## src/rtl/devirq_pkg.sv

```systemverilog
package devirq_pkg;
    localparam int REG_W  = 8;
    localparam int ADDR_W = 2;
    localparam int EP_W   = 4;

    typedef enum logic [ADDR_W-1:0] {
        SEL_STAT0 = 2'd0,
        SEL_STAT1 = 2'd1,
        SEL_EN0   = 2'd2,
        SEL_EN1   = 2'd3
    } reg_sel_e;

    // status 0 bit positions
    localparam int S0_VIRT  = 4;
    localparam int S0_SETUP = 5;
    localparam int S0_DMA   = 6;
    localparam int S0_SOF   = 7;

    // status 1 bit positions
    localparam int S1_CTL   = 1;
    localparam int S1_VBUS  = 2;
    localparam int S1_SUSP  = 3;
    localparam int S1_SCHG  = 4;
    localparam int S1_RES   = 5;
    localparam int S1_PRST  = 6;
    localparam int S1_LIVE  = 7;

    localparam logic [REG_W-1:0] S0_LATCH_MASK = 8'hE0;
    localparam logic [REG_W-1:0] S1_LATCH_MASK = 8'h76;

    typedef struct packed {
        logic [REG_W-1:0] en0;
        logic [REG_W-1:0] en1;
    } en_regs_t;
endpackage

```

## src/rtl/devirq_latch_bank.sv

```systemverilog
module devirq_latch_bank #(
    parameter int             W    = 8,
    parameter logic [W-1:0]   MASK = '1
) (
    input  logic         clk,
    input  logic         rst_n,
    input  logic [W-1:0] set_i,
    input  logic [W-1:0] clr_i,
    output logic [W-1:0] q_o
);
    typedef struct packed {
        logic [W-1:0] bits;
    } bank_t;

    bank_t st_d, st_q;

    always_comb begin
        st_d = st_q;
        st_d.bits = ((st_q.bits & ~clr_i) | set_i) & MASK;
    end

    always_ff @(posedge clk) begin
        if (!rst_n) st_q <= '0;
        else        st_q <= st_d;
    end

    assign q_o = st_q.bits;

    for (genvar i = 0; i < W; i++) begin : g_bit_chk
        if (MASK[i]) begin : g_latched

            set_bit_chk: assert property (@(posedge clk) disable iff (!rst_n)
                set_i[i] |=> q_o[i]);

            clr_bit_chk: assert property (@(posedge clk) disable iff (!rst_n)
                (clr_i[i] && !set_i[i]) |=> !q_o[i]);

            hold_bit_chk: assert property (@(posedge clk) disable iff (!rst_n)
                (!clr_i[i] && !set_i[i]) |=> (q_o[i] == $past(q_o[i])));
        end else begin : g_fixed

            fixed_zero_chk: assert property (@(posedge clk) disable iff (!rst_n)
                !q_o[i]);
        end
    end
endmodule

```

## src/rtl/devirq_enable_regs.sv

```systemverilog
module devirq_enable_regs
    import devirq_pkg::*;
(
    input  logic             clk,
    input  logic             rst_n,
    input  logic             wr_en0_i,
    input  logic             wr_en1_i,
    input  logic [REG_W-1:0] wdata_i,
    output logic [REG_W-1:0] en0_o,
    output logic [REG_W-1:0] en1_o
);
    en_regs_t en_d, en_q;

    always_comb begin
        en_d = en_q;
        if (wr_en0_i) en_d.en0 = wdata_i;
        if (wr_en1_i) en_d.en1 = wdata_i;
    end

    always_ff @(posedge clk) begin
        if (!rst_n) en_q <= '0;
        else        en_q <= en_d;
    end

    assign en0_o = en_q.en0;
    assign en1_o = en_q.en1;


    en0_store_chk: assert property (@(posedge clk) disable iff (!rst_n)
        wr_en0_i |=> (en0_o == $past(wdata_i)));

    en1_keep_chk: assert property (@(posedge clk) disable iff (!rst_n)
        !wr_en1_i |=> (en1_o == $past(en1_o)));
endmodule

```

## src/rtl/devirq_irq_combine.sv

```systemverilog
module devirq_irq_combine #(
    parameter int W = 8
) (
    input  logic [W-1:0] stat0_i,
    input  logic [W-1:0] stat1_i,
    input  logic [W-1:0] en0_i,
    input  logic [W-1:0] en1_i,
    output logic         irq_o
);
    logic [2*W-1:0] hit;

    for (genvar i = 0; i < W; i++) begin : g_hit
        assign hit[i]     = stat0_i[i] & en0_i[i];
        assign hit[W + i] = stat1_i[i] & en1_i[i];
    end

    assign irq_o = |hit;
endmodule

```

## src/rtl/devirq_ctrl.sv

```systemverilog
module devirq_ctrl
    import devirq_pkg::*;
(
    input  logic              clk,
    input  logic              rst_n,
    input  logic              reg_wr_i,
    input  logic [ADDR_W-1:0] reg_addr_i,
    input  logic [REG_W-1:0]  reg_wdata_i,
    output logic [REG_W-1:0]  reg_rdata_o,
    input  logic [EP_W-1:0]   ep_sum_i,
    input  logic              virt_ep_i,
    input  logic              setup_pkt_i,
    input  logic              dma_done_i,
    input  logic              sof_i,
    input  logic              port_rst_chg_i,
    input  logic              resume_i,
    input  logic              susp_chg_i,
    input  logic              vbus_chg_i,
    input  logic              ctl_status_i,
    input  logic              rst_pin_i,
    input  logic              port_rst_active_i,
    input  logic              susp_req_i,
    output logic              irq_o,
    output logic              susp_enter_o
);
    typedef struct packed {
        logic susp_enter;
    } ctl_t;

    ctl_t ctl_d, ctl_q;

    logic [REG_W-1:0] set0, set1, clr0, clr1;
    logic [REG_W-1:0] lat0, lat1, live0, live1, stat0, stat1;
    logic [REG_W-1:0] en0, en1;
    logic             wr_s0, wr_s1, wr_e0, wr_e1;

    always_comb begin
        wr_s0 = reg_wr_i && (reg_addr_i == SEL_STAT0);
        wr_s1 = reg_wr_i && (reg_addr_i == SEL_STAT1);
        wr_e0 = reg_wr_i && (reg_addr_i == SEL_EN0);
        wr_e1 = reg_wr_i && (reg_addr_i == SEL_EN1);

        set0 = '0;
        set0[S0_SETUP] = setup_pkt_i;
        set0[S0_DMA]   = dma_done_i;
        set0[S0_SOF]   = sof_i;

        set1 = '0;
        set1[S1_CTL]  = ctl_status_i;
        set1[S1_VBUS] = vbus_chg_i;
        set1[S1_SCHG] = susp_chg_i;
        set1[S1_RES]  = resume_i;
        set1[S1_PRST] = port_rst_chg_i;

        clr0 = wr_s0 ? reg_wdata_i : '0;
        clr1 = wr_s1 ? reg_wdata_i : '0;

        live0 = '0;
        live0[EP_W-1:0] = ep_sum_i;
        live0[S0_VIRT]  = virt_ep_i;

        live1 = '0;
        live1[S1_SUSP] = susp_req_i;
        live1[S1_LIVE] = rst_pin_i | port_rst_active_i;

        ctl_d = ctl_q;
        ctl_d.susp_enter = wr_s1 && reg_wdata_i[S1_SUSP];
    end

    always_ff @(posedge clk) begin
        if (!rst_n) ctl_q <= '0;
        else        ctl_q <= ctl_d;
    end

    devirq_latch_bank #(.W(REG_W), .MASK(S0_LATCH_MASK)) u_bank0 (
        .clk(clk), .rst_n(rst_n), .set_i(set0), .clr_i(clr0), .q_o(lat0)
    );

    devirq_latch_bank #(.W(REG_W), .MASK(S1_LATCH_MASK)) u_bank1 (
        .clk(clk), .rst_n(rst_n), .set_i(set1), .clr_i(clr1), .q_o(lat1)
    );

    devirq_enable_regs u_en (
        .clk(clk), .rst_n(rst_n), .wr_en0_i(wr_e0), .wr_en1_i(wr_e1),
        .wdata_i(reg_wdata_i), .en0_o(en0), .en1_o(en1)
    );

    assign stat0 = lat0 | live0;
    assign stat1 = lat1 | live1;

    devirq_irq_combine #(.W(REG_W)) u_irq (
        .stat0_i(stat0), .stat1_i(stat1), .en0_i(en0), .en1_i(en1), .irq_o(irq_o)
    );

    always_comb begin
        unique case (reg_addr_i)
            SEL_STAT0: reg_rdata_o = stat0;
            SEL_STAT1: reg_rdata_o = stat1;
            SEL_EN0:   reg_rdata_o = en0;
            default:   reg_rdata_o = en1;
        endcase
    end

    assign susp_enter_o = ctl_q.susp_enter;


    susp_req_chk: assert property (@(posedge clk) disable iff (!rst_n)
        (reg_wr_i && reg_addr_i == SEL_STAT1 && reg_wdata_i[S1_SUSP]) |=> susp_enter_o);

    susp_quiet_chk: assert property (@(posedge clk) disable iff (!rst_n)
        !reg_wr_i |=> !susp_enter_o);

    irq_gate_chk: assert property (@(posedge clk) disable iff (!rst_n)
        (en0 == '0 && en1 == '0) |-> !irq_o);

    live_rst_chk: assert property (@(posedge clk) disable iff (!rst_n)
        (reg_addr_i == SEL_STAT1 && (rst_pin_i || port_rst_active_i)) |-> reg_rdata_o[S1_LIVE]);
endmodule

```

## config.mk

```make
export PLATFORM = sky130hd
export DESIGN_NAME = devirq_ctrl
export DESIGN_NICKNAME = d
export VERILOG_FILES = /design/src/rtl/devirq_pkg.sv /design/src/rtl/devirq_latch_bank.sv /design/src/rtl/devirq_enable_regs.sv /design/src/rtl/devirq_irq_combine.sv /design/src/rtl/devirq_ctrl.sv
export SDC_FILE = /design/constraint.sdc
export NUM_CORES = 1
export LEC_CHECK = 0
export BUFFER_PORTS_ARGS = -buffer_cell sky130_fd_sc_hd__clkbuf_2
export CAP_MARGIN = 20
export CORE_ASPECT_RATIO = 0.7
export CORE_MARGIN = 3
export CORE_UTILIZATION = 53
export DETAILED_ROUTE_END_ITERATION = 8
export GPL_TIMING_DRIVEN = 0
export PLACE_DENSITY = 0.83
export SLEW_MARGIN = 0
export SYNTH_ARGS = -nofsm -noshare
export SYNTH_HDL_FRONTEND = slang
export SYNTH_SLANG_ARGS = --single-unit
```

## constraint.sdc

```tcl
create_clock -name clk -period 1.7 [get_ports clk]
set_input_delay 0.255 -clock clk [delete_from_list [all_inputs] [get_ports clk]]
set_output_delay 0.255 -clock clk [all_outputs]
set_load 0.01 [all_outputs]
```

**Word level (Yosys, flattened, before mapping)**

Index checks and enable logic that the tools add are counted.

- Input bits: 29
- Logic and storage cells: 44
- Bits in registers: 30

- Bitwise gates (word level): 25
- Mux-type cells: 3
- Reductions and logical operators: 7
- Eq/ne operators: 3

Operators with widths:

| operator | count |
|---|---|
| $pmux W8 S3 | 1 |
| $and A1 B1 Y1 | 16 |
| $reduce_or A16 Y1 | 1 |
| $and A8 B8 Y8 | 1 |
| $mux W8 | 1 |
| $not A8 Y8 | 1 |
| $or A7 B8 Y8 | 1 |
| $or A8 B5 Y8 | 1 |
| $or A8 B8 Y8 | 1 |
| $and A7 B7 Y7 | 1 |
| $mux W7 | 1 |
| $not A7 Y7 | 1 |
| $or A7 B7 Y7 | 1 |
| $logic_and A1 B1 Y1 | 5 |
| $eq A2 B2 Y1 const B | 2 |
| $eq A2 B1 Y1 const B | 1 |
| $logic_not A2 Y1 | 1 |
| $or A1 B1 Y1 | 1 |

**Depth between registers and ports, before layout**

Gate-level depths: netlist of the first run.

- Depth in word-level cells: 6
- Gate-level depth with buffers: 4
- Gate-level depth less buffers: 3

**Modules after synthesis**

A second synthesis of the first run with hierarchy kept.

- Cell total of the unflattened synthesis: 136
- Area, all modules: 1517.7 sq um

By module, submodules not included:

| module | times used | cells each | area an instance (sq um) |
|---|---|---|---|
| devirq_enable_regs | 1 | 51 | 608.1 |
| devirq_ctrl | 1 | 42 | 410.4 |
| devirq_latch_bank at u_bank1 | 1 | 19 | 232.7 |
| devirq_latch_bank at u_bank0 | 1 | 15 | 165.2 |
| devirq_irq_combine | 1 | 9 | 101.3 |

**Worst setup path before layout of the first run**

OpenSTA, ideal clock, no wires.

- Path type: input to output
- Start: input port port_rst_active_i
- End: output port reg_rdata_o[7]
- Data required time: 1.445 ns
- Slack: 0.510 ns
- Path buffers: 0
- Data arrival time: 0.935 ns
- Stages on the path: 2
- Cell sequence: or2_1 -> mux4_2

- Word-level cells in the longest chain between the ends: 3

Ends and longest elaborated chain:

| what | line | text |
|---|---|---|
| start, declared | devirq_ctrl.sv:21 | `input logic port_rst_active_i,` |
| $or A1 B1 Y1 | devirq_ctrl.sv:64 | `live1[S1_LIVE] = rst_pin_i \| port_rst_active_i;` |
| $or A7 B8 Y8 | devirq_ctrl.sv:89 | `assign stat1 = lat1 \| live1;` |
| $pmux W8 S3 | devirq_ctrl.sv:96 | `unique case (reg_addr_i)` |
| end, declared | devirq_ctrl.sv:9 | `output logic [REG_W-1:0] reg_rdata_o,` |

Every way passes these cells.

**Worst setup path in the final report of the first run**

- Start: register u_bank1.st_q, in the netlist u_bank1.q_o[4]
- End: output port irq_o

- Word-level cells in the longest chain between the ends: 3

Ends and longest elaborated chain:

| what | line | text |
|---|---|---|
| start, declared | devirq_latch_bank.sv:15 | `bank_t st_d, st_q;` |
| start signal, assigned | devirq_latch_bank.sv:24 | `else st_q <= st_d;` |
| $or A7 B8 Y8 | devirq_ctrl.sv:89 |  |
| $and A1 B1 Y1 | devirq_irq_combine.sv:14 | `assign hit[W + i] = stat1_i[i] & en1_i[i];` |
| $reduce_or A16 Y1 | devirq_irq_combine.sv:17 | `assign irq_o = \|hit;` |
| end, declared | devirq_ctrl.sv:23 | `output logic irq_o,` |

Every way passes these cells.

==> impl_metrics.csv, run 1 <==
group,metric,value,unit
cells_and_area,n_antenna_cell,0,
synth,synth_cell_types,24,
cells_and_area,final_util,73.8,%
synth,syn_area_per_cell,10.9,um2
worst_hold_path,min_path_type,"input port to flip-flop",
sta,rsz0062_at_grt,"no",
die,io_pins,39,
setup_path,worstSetupPathType,"flip-flop to primary output",
die,die_y,46.3,um
power,leakage,0.724,nW
synth,synthMuxAreaShare,27.0,%
setup_path,cpMaxStageDelayCell,"dfxtp_1",
cells_and_area,fin_nets,185,
global_routing,antenna_found_initial,0,
global_routing,grt_pass1_wl,4.75,mm
die,fp.dieArea,2940,um2
setup_path,start_kind,"flip-flop",
placed_design,hpwl,2.17,mm
sta,worst_slack,0.0906,ns
die,rows,13,
worst_hold_path,min_to,"u_bank1.q_o[1]",
run,maxCapViolCount,0,
worst_hold_path,holdPathStages,2,
setup_path,cp-end-kind,"primary output",
placed_design,placed_cell_area,1460,um2
setup_path,r2r_end,"u_bank0.q_o[6]",
setup_path,reg2reg_depth,2,
worst_hold_path,hold_start,"reg_wdata_i[1]",
status,outcome,"completed",
clock_tree,cts_root_buffer,"clkbuf_4",
route,vias_per_cell,5.48,
cells_and_area,finalInstanceArea,1490,um2
clock_tree,clockBufferDepth,2,
setup_path,cp.arrival,1.35,ns
route,wl,2.85,mm
power,powerDensity,744,nW/um2
route,vias,1014,
synth,synth_top_family_by_area,"multiplexers",
synth,syn-cell-area,1230,um2
cells_and_area,layout.cells.non_filler,185,
clock_tree,cts.htree.levels,1,
route,dr.pass1.iters,4,
clock_tree,cts_tree,"done",
placed_design,port-buffer-count,38,
sta,slew_headroom,72.6,%
synth,synth_top_area_share,40.8,%
synth,synth.yosys.seq_area_share,40.8,%
sta,setup-violations-final,0,
setup_path,crit_chain,"a22o_1, a221oi_2, nand4_1, clkbuf_2",
setup_path,r2r_start,"u_bank0.q_o[6]",
die,start_util,60.9,%
cells_and_area,synthToLayoutAreaGrowth,21.2,%
sta,tns,0,ns
placed_design,dpl_worst_slack,0.213,ns
synth,synth_cells,113,
setup_path,worst_ep_required_time,1.44,ns
setup_path,slowest_delay,0.35,ns
sta,fin_hold_ws,0.133,ns
die,die_x,63.5,um
sta,worst_slew_pin_slew,0.410,ns
global_routing,grt_overflow,0,
synth,ys_warn_count,0,
setup_path,crit_fanout,3,
setup_path,reg2reg_slack,0.97,ns
cells_and_area,drive_gt1_share,34.2,%
clock_tree,cts_sinks,25,
synth,synth_area_leader_cell,"dfxtp_1",
synth,synth_xor_xnor_area_share,0,%
sta,post-route-period-util,94.7,%
synth,synth_area_leaders,"dfxtp_1, mux2i_1, mux4_2, nor2b_1, a31oi_1",
placed_design,placed_cells,181,
sta,max_freq,621,MHz
route,wl_per_cell,15.4,um
sta,final_hold_viol_count,0,
clock_tree,path_clk_slew,0.14,ns
clock_tree,clk_latency,0.32,ns
route,first_iter_violations,80,
power,peakVddDrop,0.000484,V
synth,synth_compound_area_share,12.6,%
power,finalPower,1.11,mW
placed_design,gp_congestion,0.867,
global_routing,grt_max_degree,14,
sta,drv_slew,0,
clock_tree,cts_buffers,3,
sta,worst_clock_skew,0,ns
route,remaining_drc_errors,0,
die,fp.coreArea,2020,um2
sta,period_minus_slack,1.61,ns
synth,synthSimpleGateAreaFrac,14.1,%
cells_and_area,nFillCells,169,
synth,synthAdderAreaFrac,0,%
synth,ys_ff_latch,25,
global_routing,grt_pass1_vias,1034,
route,ant_nets,0,
global_routing,track_usage,21.5,%
synth,syn_nets,142,
## kinds of logic (layout without fill, tap and decap cells)
logic type,after synthesis,count (layout)
mux,24,24
compound gates,25,25
simple gates,26,26
buf+inv,13,55
flops,25,25
## synth_stat cells
cell,count
dfxtp_1,25
mux2i_1,17
nor2b_1,16
o21ai_0,10
a31oi_1,8
inv_1,8
mux4_2,6
a22oi_1,5
buf_6,2
clkbuf_1,2
a221oi_1,1
a22o_1,1
and3_1,1
and4_1,1
buf_4,1
mux4_1,1
nand2_1,1
nand3_1,1
nand3_2,1
nand3b_1,1
nand4_1,1
nor2_4,1
nor3b_1,1
or2_1,1
## area by class of cell
class,instances,area (um2),share of cell area (%)
clock buffers,4,26.3,1.77
multi-input cells,75,666,44.7
repair buffers,38,190,12.8
inverters,8,30.0,2.02
plain buffers,5,37.5,2.52
well taps,30,37.5,2.52
flip-flops and latches,25,500,33.6
## how the worst max path moves through the flow
stage / from / endpoint / cells after the start
6_report: u_bank1.q_o[4] / irq_o / 4
5_1_grt: u_bank1.q_o[4] / irq_o / 4
4_1_cts: u_bank1.q_o[4] / irq_o / 4
3_5_place_dp: reg_addr_i[0] / reg_rdata_o[2] / 4
3_3_place_gp: reg_addr_i[0] / reg_rdata_o[2] / 4
2_1_floorplan: port_rst_active_i / reg_rdata_o[7] / 2
## layer usage
layer / track usage, % / part of all wire [%]
met5: 0 / 0
met4: 5.15 / 0.46
met3: 7.56 / 5.8
met2: 35.5 / 46
met1: 27.6 / 48
## critical path: cells and delay by family (launching register included)
kind | cells | cell delay, ns
simple gates | 1 | 0.12
flops | 1 | 0.35
compound gates | 2 | 0.43
buf+inv | 1 | 0.14
## where the power goes
part | leakage (nW) | switching, mW | internal, mW
Combinational | 0.504 | 0.0984 | 0.105
Clock | 0.0150 | 0.177 | 0.0919
Sequential | 0.205 | 0.0203 | 0.614
Total | 0.724 | 0.295 | 0.811
## placed cells by master, fill, tap and decap left out, drive strengths merged, types with 2 or more instances in the layout
cell type  instances
a22oi              5
a31oi              8
buf                3
clkbuf            44
dfxtp             25
inv                8
mux2i             17
mux4               7
nand3              2
nor2b             16
o21ai             10
## state kept, by name, summed over array words and instances (netlist names)
signal / cells
u_en.en0_o: 8
u_en.en1_o: 8
susp_enter_o: 1
u_bank1.q_o: 5
u_bank0.q_o: 3
## what timing repair did
item	CTS	global route
hold buffers	0	0
setup endpoints to repair	0	1
gates resized for setup	0	1
buffers inserted	0	0
(Power assumes the default switching activity.)
==> run 2, diff against run 1 <==
--- a/config.mk
+++ b/config.mk
@@ -13,6 +13,7 @@
 export DETAILED_ROUTE_END_ITERATION = 8
 export GPL_TIMING_DRIVEN = 0
 export PLACE_DENSITY = 0.83
+export RECOVER_POWER = 100
 export SLEW_MARGIN = 0
 export SYNTH_ARGS = -nofsm -noshare
 export SYNTH_HDL_FRONTEND = slang
==> run 2 against run 1 <==
  * Critical path type unchanged
  * Cell count did not move
  * Power fell by 0.66%
  * Largest cell class unchanged
  * Global-route usage did not move
  * Maximum frequency rose by 0.11%
  * Worst setup slack improved by 0.0018 ns
  * Hold slack improved by 0.00057 ns
  * Combinational power fell by 4%
  * Core utilization fell by 1.7 points
  * Largest power group unchanged
  * First-iteration DRC count rose by 13%
  * Clock power barely moved
==> impl_metrics.csv, run 2 (synthesis gave the netlist of run 1 again) <==
group,metric,value,unit
status,outcome,"completed",
sta,drv_slew,0,
die,rows,13,
setup_path,crit_fanout,3,
global_routing,grt_pass1_wl,4.75,mm
route,first_iter_violations,90,
sta,max_freq,622,MHz
route,wl_met2,1.32,mm
global_routing,track_usage,21.5,%
global_routing,grt_pass1_vias,1034,
die,start_util,60.9,%
clock_tree,cts_setup_buffers,0,
setup_path,start_kind,"flip-flop",
setup_path,r2r_end,"u_bank0.q_o[6]",
sta,final_hold_viol_count,0,
sta,rsz0062_at_grt,"no",
clock_tree,cts_buffers,3,
cells_and_area,drive_gt1_share,25.2,%
setup_path,critPathCapture,"irq_o",
route,remaining_drc_errors,0,
route,ant_nets,0,
clock_tree,cts_root_buffer,"clkbuf_4",
sta,period_minus_slack,1.61,ns
sta,post-route-period-util,94.6,%
die,die_y,46.3,um
setup_path,worstSetupPathType,"flip-flop to primary output",
route,wl,2.89,mm
setup_path,r2r_start,"u_bank0.q_o[6]",
clock_tree,cts_hold_buf,0,
cells_and_area,n_antenna_cell,0,
die,fp.dieArea,2940,um2
placed_design,dpl_worst_slack,0.213,ns
route,wl_met1,1.38,mm
route,dr.pass1.iters,4,
sta,slew_headroom,54.5,%
setup_path,startpoint,"u_bank1.q_o[4]",
sta,worst_clock_skew,0,ns
cells_and_area,final_cell_mix,"clkbuf_2, dfxtp_1, mux2i_1",
cells_and_area,nFillCells,177,
global_routing,grt_max_degree,14,
setup_path,worst_ep_required_time,1.44,ns
cells_and_area,synthToLayoutAreaGrowth,18.5,%
power,leakage,0.683,nW
route,route.met3.wl,174,um
sta,setup-violations-final,0,
global_routing,grt_overflow,0,
power,peakVddDrop,0.000482,V
clock_tree,cts.htree.levels,1,
route,wl_per_cell,15.6,um
run,maxCapViolCount,0,
clock_tree,cts_tree,"done",
setup_path,cp-end-kind,"primary output",
setup_path,reg2reg_depth,2,
clock_tree,clockBufferDepth,2,
placed_design,gp_congestion,0.867,
power,powerDensity,756,nW/um2
setup_path,cp.arrival,1.35,ns
clock_tree,clk_latency,0.32,ns
worst_hold_path,min_path_type,"input port to flip-flop",
clock_tree,cts_sinks,25,
die,io_pins,39,
sta,tns,0,ns
clock_tree,path_clk_slew,0.14,ns
global_routing,antenna_found_initial,0,
route,highest-signal-layer,"met4",
die,fp.coreArea,2020,um2
route,vias,1042,
sta,worst_slew_pin_slew,0.683,ns
worst_hold_path,hold_start,"reg_wdata_i[1]",
setup_path,reg2reg_slack,0.97,ns
route,vias_per_cell,5.63,
placed_design,hpwl,2.17,mm
cells_and_area,final_common_cell,"clkbuf_2",
sta,worst_slack,0.0925,ns
sta,fin_hold_ws,0.134,ns
cells_and_area,fin_nets,185,
die,die_x,63.5,um
placed_design,port-buffer-count,38,
==> run 2: power by group <==
group	internal, mW	total [mW]	switching (mW)
Sequential	0.614	0.634	0.0207
Clock	0.0919	0.269	0.177
Combinational	0.0987	0.196	0.0969
Total	0.804	1.10	0.295
==> run 2: repair_timing <==
action / CTS / global route
endpoints found under the setup margin: 0 / 1
gates resized for setup: 0 / 1
hold endpoints to repair: 0 / 0
==> run 2: worst min-delay path by stage <==
stage                      to  slack, ns  cells after the start
2_1_floorplan  u_bank0.q_o[5]       0.36                      1
3_3_place_gp   u_bank1.q_o[4]       0.48                      2
3_5_place_dp   u_bank1.q_o[1]       0.49                      2
4_1_cts        u_bank1.q_o[1]       0.13                      2
5_1_grt        u_bank1.q_o[1]       0.13                      2
6_report       u_bank1.q_o[1]       0.13                      2
==> run 2: critical path: stages, from the launching register on <==
cell and delay, ns:
dfxtp_1 0.35, a22o_1 0.25, a221oi_2 0.18, nand4_1 0.12
clkbuf_2 0.14
==> run 2: final cells by class <==
class                   instances  area, um2  share of cell area [%]
inverters                       8       30.0                    2.07
multi-input cells              75        653                    44.9
plain buffers                   5       30.0                    2.07
repair buffers                 38        176                    12.1
flip-flops and latches         25        500                    34.4
well taps                      30       37.5                    2.58
clock buffers                   4       26.3                    1.81
==> run 2: metal layers <==
| layer | global-route usage, % | vias up |
|---|---|---|
| li1 | - | 505 |
| met1 | 27.6 | 496 |
| met2 | 35.5 | 39 |
| met3 | 7.56 | 2 |
| met4 | 5.15 | 0 |
| met5 | 0 | - |
==> run 2: per-stage QoR <==
stage	area, um2	instances	utilization (%)	power, mW
after floorplan	1230	113	-	0.758
after global placement	1460	181	72.1	0.843
after detailed placement	1460	181	72.1	0.849
after CTS	1480	185	73.4	1.11
after global routing	1450	185	72.1	1.14
final	1450	185	72.1	1.10
==> run 3, diff against run 2 <==
--- a/config.mk
+++ b/config.mk
@@ -12,7 +12,7 @@
 export CORE_UTILIZATION = 53
 export DETAILED_ROUTE_END_ITERATION = 8
 export GPL_TIMING_DRIVEN = 0
-export PLACE_DENSITY = 0.83
+export PLACE_DENSITY_LB_ADDON = 0.12
 export RECOVER_POWER = 100
 export SLEW_MARGIN = 0
 export SYNTH_ARGS = -nofsm -noshare
==> run 3 against run 2 <==
  * Via count rose by 0.29%
  * Clock skew did not move
  * Maximum frequency fell by 0.13%
  * Critical path depth did not move
  * Design area rose by 0.17%
  * Clock-buffer cell count did not move
  * Die area did not move
  * Non-clock buffer count did not move
  * First-iteration DRC count fell by 23%
  * Largest cell class unchanged
==> impl_metrics.csv, run 3 (synthesis gave the netlist of run 1 again) <==
group,metric,value,unit
clock_tree,cts_buffers,3,
power,powerDensity,754,nW/um2
sta,slew_headroom,56.1,%
clock_tree,cts-resized-gates,0,
sta,max_freq,621,MHz
route,dr.pass1.iters,6,
setup_path,worst_ep_required_time,1.44,ns
route,vias,1045,
setup_path,crit_fanout,3,
placed_design,port-buffer-count,38,
clock_tree,cts_hold_buf,0,
sta,worst_slew_pin_slew,0.658,ns
placed_design,hpwl,2.24,mm
sta,drv_slew,0,
die,die_y,46.3,um
route,first_iter_violations,69,
route,wl_per_cell,16.0,um
route,wl,2.96,mm
cells_and_area,nFillCells,171,
cells_and_area,layout.cells.non_filler,185,
cells_and_area,fin_nets,185,
sta,period_minus_slack,1.61,ns
die,fp.coreArea,2020,um2
cells_and_area,drive_gt1_share,26.5,%
route,remaining_drc_errors,0,
global_routing,antenna_found_initial,0,
clock_tree,cts_sinks,25,
sta,final_hold_viol_count,0,
status,outcome,"completed",
clock_tree,cts_setup_buffers,0,
clock_tree,cts.htree.levels,1,
die,fp.dieArea,2940,um2
global_routing,grt_max_degree,14,
setup_path,worstSetupPathType,"flip-flop to primary output",
sta,worst_clock_skew,0,ns
sta,tns,0,ns
sta,rsz0062_at_grt,"no",
sta,post-route-period-util,94.7,%
sta,setup-violations-final,0,
placed_design,placed_cells,181,
clock_tree,clockBufferDepth,2,
global_routing,track_usage,22.3,%
run,maxCapViolCount,0,
cells_and_area,final_common_cell,"clkbuf_2",
cells_and_area,n_antenna_cell,0,
power,leakage,0.686,nW
cells_and_area,synthToLayoutAreaGrowth,18.7,%
clock_tree,clk_latency,0.31,ns
die,start_util,60.9,%
global_routing,grt_pass1_wl,4.88,mm
route,vias_per_cell,5.65,
clock_tree,path_clk_slew,0.14,ns
placed_design,gp_congestion,0.768,
cells_and_area,final_cell_mix,"clkbuf_2, dfxtp_1, mux2i_1",
power,peakVddDrop,0.000617,V
route,ant_nets,0,
setup_path,start_kind,"flip-flop",
clock_tree,cts_tree,"done",
die,rows,13,
global_routing,grt_overflow,0,
clock_tree,cts_root_buffer,"clkbuf_4",
setup_path,cp.arrival,1.35,ns
die,die_x,63.5,um
worst_hold_path,min_path_type,"input port to flip-flop",
global_routing,grt_pass1_vias,1013,
die,io_pins,39,
setup_path,cp-end-kind,"primary output",
run 3: final timing paths:
check / endpoint / slack, ns / startpoint / depth (start not counted)
max: irq_o / 0.09 / u_bank1.q_o[4] / 4
min: u_bank1.q_o[4] / 0.12 / reg_wdata_i[4] / 2
max reg2reg: u_bank0.q_o[6] / 0.95 / u_bank0.q_o[6] / 2
min reg2reg: u_en.en0_o[7] / 0.56 / u_en.en0_o[7] / 2
run 3: stage by stage:
step           instance area [um2]  worst slack, ns  utilization, %  total power, mW  hold slack, ns
3_3_place_gp                  1460            0.216            72.1            0.843           0.477
3_5_place_dp                  1460            0.213            72.1            0.850           0.482
2_1_floorplan                 1230            0.510               -            0.758           0.355
5_1_grt                       1460           0.0121            72.2             1.16           0.134
6_report                      1460           0.0903            72.2             1.10           0.122
4_1_cts                       1480           0.0348            73.4             1.11           0.126
run 3: power breakdown:
part | internal, mW | switching [mW]
Sequential | 0.614 | 0.0226
Clock | 0.0919 | 0.175
Combinational | 0.0990 | 0.0956
run 3: final cells by class:
| cell class | instances | area [um2] | share of cell area [%] |
|---|---|---|---|
| multi-input combinational | 75 | 653 | 44.8 |
| sequential | 25 | 502 | 34.5 |
| timing repair buffer | 38 | 178 | 12.2 |
| tap | 30 | 37.5 | 2.58 |
| buffer | 5 | 30.0 | 2.06 |
| inverter | 8 | 30.0 | 2.06 |
| clock buffer | 4 | 26.3 | 1.80 |
run 3: per-layer routing:
layer	vias up	track usage, %	share of wire, %
met5	-	0	0
met4	0	5.15	0.81
met3	5	6.34	8.1
met2	44	36.7	46
met1	492	29.7	45
li1	504	-	-
run 3: critical path, stage by stage (launching register included):
cell,delay (ns)
dfxtp_2,0.36
a22o_1,0.23
a221oi_2,0.17
nand4_1,0.13
clkbuf_2,0.14
